<file path="src/rtl/sched_pkg.sv">
package sched_pkg;
    parameter int WORD_W   = 32;
    parameter int WINDOW   = 16;
    parameter int ROUNDS   = 80;
    parameter int ADDR_W   = 7;
    localparam int SLOT_W  = $clog2(WINDOW);
    localparam int BLK_W   = WORD_W * WINDOW;
    // Recurrence taps, counted back from the current round
    localparam int TAP_A   = 3;
    localparam int TAP_B   = 8;
    localparam int TAP_C   = 14;

    typedef logic [WORD_W-1:0] word_t;
    typedef logic [WINDOW-1:0][WORD_W-1:0] window_t;

    typedef enum logic [1:0] {
        PH_DIRECT = 2'd0,
        PH_EXPAND = 2'd1,
        PH_IDLE   = 2'd2
    } phase_t;

    typedef struct packed {
        logic                 en;
        logic [SLOT_W-1:0]    slot;
        word_t                data;
    } wr_req_t;

    function automatic word_t rotl1(input word_t x);
        return {x[WORD_W-2:0], x[WORD_W-1]};
    endfunction

    function automatic word_t block_word(input logic [BLK_W-1:0] b,
                                         input logic [SLOT_W-1:0] j);
        return b[BLK_W-1-WORD_W*int'(j) -: WORD_W];
    endfunction
endpackage

</file>
<file path="src/rtl/sched_phase.sv">
module sched_phase
    import sched_pkg::*;
#(
    parameter int AW     = ADDR_W,
    parameter int NDIR   = WINDOW,
    parameter int NROUND = ROUNDS
) (
    input  logic [AW-1:0] idx,
    output phase_t        phase
);
    always_comb begin
        if (int'(idx) < NDIR)
            phase = PH_DIRECT;
        else if (int'(idx) < NROUND)
            phase = PH_EXPAND;
        else
            phase = PH_IDLE;
    end
endmodule

</file>
<file path="src/rtl/sched_window.sv">
module sched_window
    import sched_pkg::*;
#(
    parameter int W  = WORD_W,
    parameter int N  = WINDOW,
    localparam int SW = $clog2(N),
    localparam int BW = W * N
) (
    input  logic                  clk,
    input  logic                  rst,
    input  logic                  load,
    input  logic [BW-1:0]         blk,
    input  logic                  wr_en,
    input  logic [SW-1:0]         wr_slot,
    input  logic [W-1:0]          wr_data,
    output logic [N-1:0][W-1:0]   q
);
    for (genvar g = 0; g < N; g++) begin : g_slot
        always_ff @(posedge clk) begin
            if (rst)
                q[g] <= '0;
            else if (load)
                q[g] <= blk[BW-1-W*g -: W];
            else if (wr_en && (wr_slot == SW'(g)))
                q[g] <= wr_data;
        end
    end
endmodule

</file>
<file path="src/rtl/sched_expand.sv">
module sched_expand
    import sched_pkg::*;
(
    input  window_t           win,
    input  logic [SLOT_W-1:0] cur,
    output word_t             w_new
);
    logic [SLOT_W-1:0] ia, ib, ic;
    word_t             mix;

    always_comb begin
        ia    = cur - SLOT_W'(TAP_A);
        ib    = cur - SLOT_W'(TAP_B);
        ic    = cur - SLOT_W'(TAP_C);
        mix   = win[ia] ^ win[ib] ^ win[ic] ^ win[cur];
        w_new = rotl1(mix);
    end
endmodule

</file>
<file path="src/rtl/sched_gen.sv">
module sched_gen
    import sched_pkg::*;
(
    input  logic              clk,
    input  logic              rst,
    input  logic              init,
    input  logic [BLK_W-1:0]  blk,
    input  logic [ADDR_W-1:0] round_idx,
    output logic [WORD_W-1:0] w_out
);
    phase_t            phase;
    window_t           win;
    word_t             w_exp;
    wr_req_t           wr;
    logic [SLOT_W-1:0] slot;

    assign slot = round_idx[SLOT_W-1:0];

    sched_phase u_phase (
        .idx   (round_idx),
        .phase (phase)
    );

    sched_expand u_exp (
        .win   (win),
        .cur   (slot),
        .w_new (w_exp)
    );

    always_comb begin
        wr.en   = (phase == PH_EXPAND) && !init;
        wr.slot = slot;
        wr.data = w_exp;
    end

    sched_window u_win (
        .clk     (clk),
        .rst     (rst),
        .load    (init),
        .blk     (blk),
        .wr_en   (wr.en),
        .wr_slot (wr.slot),
        .wr_data (wr.data),
        .q       (win)
    );

    always_comb begin
        unique case (phase)
            PH_DIRECT: w_out = win[slot];
            PH_EXPAND: w_out = w_exp;
            default:   w_out = '0;
        endcase
    end
endmodule

</file>
<file path="config.mk">
export PLATFORM = sky130hd
export DESIGN_NAME = sched_gen
export DESIGN_NICKNAME = d
export VERILOG_FILES = /design/src/rtl/sched_pkg.sv /design/src/rtl/sched_phase.sv /design/src/rtl/sched_window.sv /design/src/rtl/sched_expand.sv /design/src/rtl/sched_gen.sv
export SDC_FILE = /design/constraint.sdc
export NUM_CORES = 2
export LEC_CHECK = 0
export BUFFER_PORTS_ARGS = -buffer_cell sky130_fd_sc_hd__buf_2
export CELL_PAD_IN_SITES_DETAIL_PLACEMENT = 0
export CELL_PAD_IN_SITES_GLOBAL_PLACEMENT = 1
export CORE_UTILIZATION = 45
export CTS_CLUSTER_SIZE = 40
export DETAILED_ROUTE_END_ITERATION = 6
export GPL_ROUTABILITY_DRIVEN = 0
export HOLD_SLACK_MARGIN = 0.15
export PLACE_DENSITY_LB_ADDON = 0.08
export SETUP_SLACK_MARGIN = 0.4
export SYNTH_ARGS = -nofsm -noshare
export SYNTH_HDL_FRONTEND = slang
export SYNTH_SLANG_ARGS = --single-unit
</file>
<file path="constraint.sdc">
create_clock -name clk -period 16.91 [get_ports clk]
set_clock_uncertainty 0.1 [all_clocks]
set_input_delay 3.382 -clock clk [delete_from_list [all_inputs] [get_ports clk]]
set_output_delay 3.382 -clock clk [all_outputs]
set_load 0.005 [all_outputs]
</file>
==> impl_results.md <==
- Seq/Total Area, Yosys: 28.3%
- 1st-iter DRT viols: 5669
- Leak: 16.2 nW
- Critical-path maximum fanout: between 50 and 60
- Worst Path Arrival: roughly 8600 ps
- Ys flop type: dfxtp_1
- Rows: 103
- GRT Total Usage: 39.3%
- Via/cell ratio: 6.49
- Final setup viols: 0
- MaxCap Viol Count: 0
- Fin nets: 4982
- Max-slew violation count: 0
- Worst Path Buf+Inv: 5
- # H-tree levels: 2
- Ranking of synthesized cells by area: dfxtp_1 (28%), mux4_2 (27%), nor2_1 (8.3%)
- Worst Tran Pin Value: roughly 1200 ps
- Critical Path End Type: output port
- Largest net degree at the start of global routing: 241
- Most common cell in the synthesized netlist: nor2_1
- Worst Hold Class: reg -> reg
- Logic pwr share: 30.0%
- Share of cells above drive strength 1: 27.8%
- Cells after Synth: between 4000 and 5000
- CTS tree: built
- Biggest register: u_win.q
- Fraction of registers with async set/reset: 0%
- Synth cell count leaders: nor2_1 (801), nand2_1 (578), dfxtp_1 (512), o21ai_0 (494), a21oi_1 (472)
- Initial core utilization: 45.7%
- Die W: 286 um
- Sw Ratio: a little over a third
- Unrepaired setup endpoints after global routing: no
- Die Y: 286 um
- Seq cells post-synth: between 500 and 600
- DP HPWL: 116000 um
- Crit path max-delay family: buffers and inverters
- Routed Wire Length: 165000 um
- Setup Fix Bufs, Post-CTS: 0
- CTS max path bufs: 3
- Clock share of power: 35.1%
- DRC violations left: 0
- CTS Buf Count: 59
- Switching power total: 0.00144 W
- Cell with the largest stage delay on the worst path: buf_4
- Vias in the first global route: 32874
- Port Buffers: 553
- Root buf cell: clkbuf_16
- Period utilization: 71.3%
- Fin. Hold Viols: 0
- Die area: 0.0817 mm^2
- Status: complete, no violations
- Largest register FFs: 512
- First-pass GRT wire length: 235000 um
- Largest regs: u_win.q x512
- CP peak stage delay: 780 ps
- Register clock-pin slew on the reported worst setup and hold paths: ~60 ps
- Pwr dens: just under 100 mW/mm^2
- Post-Synthesis Net Count: 4723
- Top-area cell type share of the netlist area: 28.3%
- Post_cts resized: 0
- Area leader, netlist: dfxtp_1
- I/O pin total: 554
- Crit-path cells: clkbuf_8 -> inv_2 -> ha_4 -> buf_4 -> buf_4 -> mux4_2 -> mux4_2 -> xnor3_1 -> xnor2_4 -> mux2i_1 -> o21ai_0 -> buf_2
- Worst EP required: about 13000 ps
- Layout Utilization: a little over half
- Number of warnings issued by yosys: 0
- Worst slew margin: 18.2%
- Setup_tns: 0 ps
- Routed len/inst: a little under 30 um
- Post-synth EDFFs: 0
- Critical path class: in -> out
- Remaining antenna violation count after routing: 0
- Peak supply drop: between 60 and 70 uV
- Via Count: 36065
- Netlist cell types: between 40 and 50
- Detailed Routing Iterations Pass 1: 6
- Mapped Avg Cell Area: 8.64 um^2
- Synthesized area: approximately 0.036 mm^2
- Final hold slack: 487 ps
- Core Footprint: around 0.08 mm^2
- Sequential fraction of design power: 34.9%
- Fmax: 82.9 MHz
- Clock Sinks: roughly 510
- Period minus WS final: between 10000 and 15000 ps
- Congestion Overflow GR: 0
- Area grow syn2layout: 13.9%
- Initial antenna violation count: 5
- Clk Latency, worst-skew pair: 650 ps
- CTS Hold Bufs: 0
- Int Pwr: approximately 0.0026 W
- Type of origin of the critical path: input port
[routing by layer]
metal | share of wire [%] | vias to the layer above | GRT usage (%)
met2 | 38 | 2821 | 49.5
li1 | - | 15466 | -
met3 | 17 | 251 | 16.6
met4 | 3.1 | 8 | 11.7
met1 | 41 | 17519 | 59.6
met5 | 0.10 | - | 1.34
[metrics by stage]
step	setup WS (ps)	total power [W]	instance area (um^2)	cells
after floorplan	6370	0.00211	36200	4194
after global placement	5010	0.00256	39200	5442
after detailed placement	4930	0.00258	39200	5442
after CTS	4930	0.00397	41300	5550
after global routing	4630	0.00413	41300	5550
final	4850	0.00402	41300	5553
[worst register-to-register path: cells and delay by family (launching register included)]
| family | cells | cell delay, ps |
|---|---|---|
| flops | 1 | 440 |
| mux | 2 | 910 |
| compound gates | 1 | 140 |
| simple gates | 2 | 500 |
| xor+xnor | 2 | 1310 |
[cell usage in the layout, fill, tap and decap left out, types with 9 or more instances in the layout]
cell type	netlist	final
clkbuf_16	0	61
a211oi_1	13	13
nand2_1	578	567
buf_2	75	549
o21a_1	83	83
a21oi_1	472	472
mux2i_1	95	95
nor2_1	801	795
clkbuf_8	0	16
o22ai_1	18	18
clkinv_2	0	13
mux4_2	431	431
nand2_2	0	11
xnor2_1	20	19
xnor2_2	9	9
or3_1	30	30
xnor3_1	26	26
dfxtp_1	512	512
and3_1	13	13
nor3_1	15	13
o21ai_1	66	66
xor2_2	18	17
mux2_2	24	24
o21ai_0	494	494
buf_4	17	65
[cells by family (layout without fill, tap and decap cells)]
group / Yosys count / count (layout) / share of synthesized area (%)
other: 0 / 3 / 0
adders and majority gates: 7 / 7 / 0.242
and+or+nand+nor: 1464 / 1464 / 15.7
muxes: 550 / 550 / 30.1
buffers and inverters: 433 / 739 / 5.40
xor gates and xnor gates: 80 / 80 / 3.66
DFF: 512 / 512 / 28.3
AOI/OAI and AO/OA: 1148 / 1148 / 16.6
[worst paths after layout]
| path | start | to | slack (ps) | depth (start not counted) |
|---|---|---|---|---|
| worst max-delay path | round_idx[1] | w_out[25] | 4850 | 12 |
| worst min-delay path | u_win.q[421] | u_win.q[421] | 490 | 2 |
| worst max register to register | u_win.q[359] | u_win.q[200] | 13430 | 7 |
| worst min register to register | u_win.q[421] | u_win.q[421] | 490 | 2 |
[power by group through the flow]
| stage | sequential (W) | clock (W) | combinational, W |
|---|---|---|---|
| detailed placement | 0.00141 | 0 | 0.00116 |
| CTS | 0.00139 | 0.00141 | 0.00117 |
| finish | 0.00140 | 0.00141 | 0.00121 |
| global route | 0.00140 | 0.00146 | 0.00126 |
| global placement | 0.00141 | 0 | 0.00115 |
| floorplan | 0.00135 | 0 | 0.000754 |
[cell type report]
cell class	count	area (um^2)
Inverter	9	36.3
Sequential cell	512	10200
Timing Repair Buffer	622	3370
Clock buffer	83	1760
Clock inverter	25	344
Antenna cell	3	7.51
Tap cell	1050	1310
Fill cell	7623	38100
Multi-Input combinational cell	3249	24200
No activity file was read; power rests on OpenSTA's default activity.
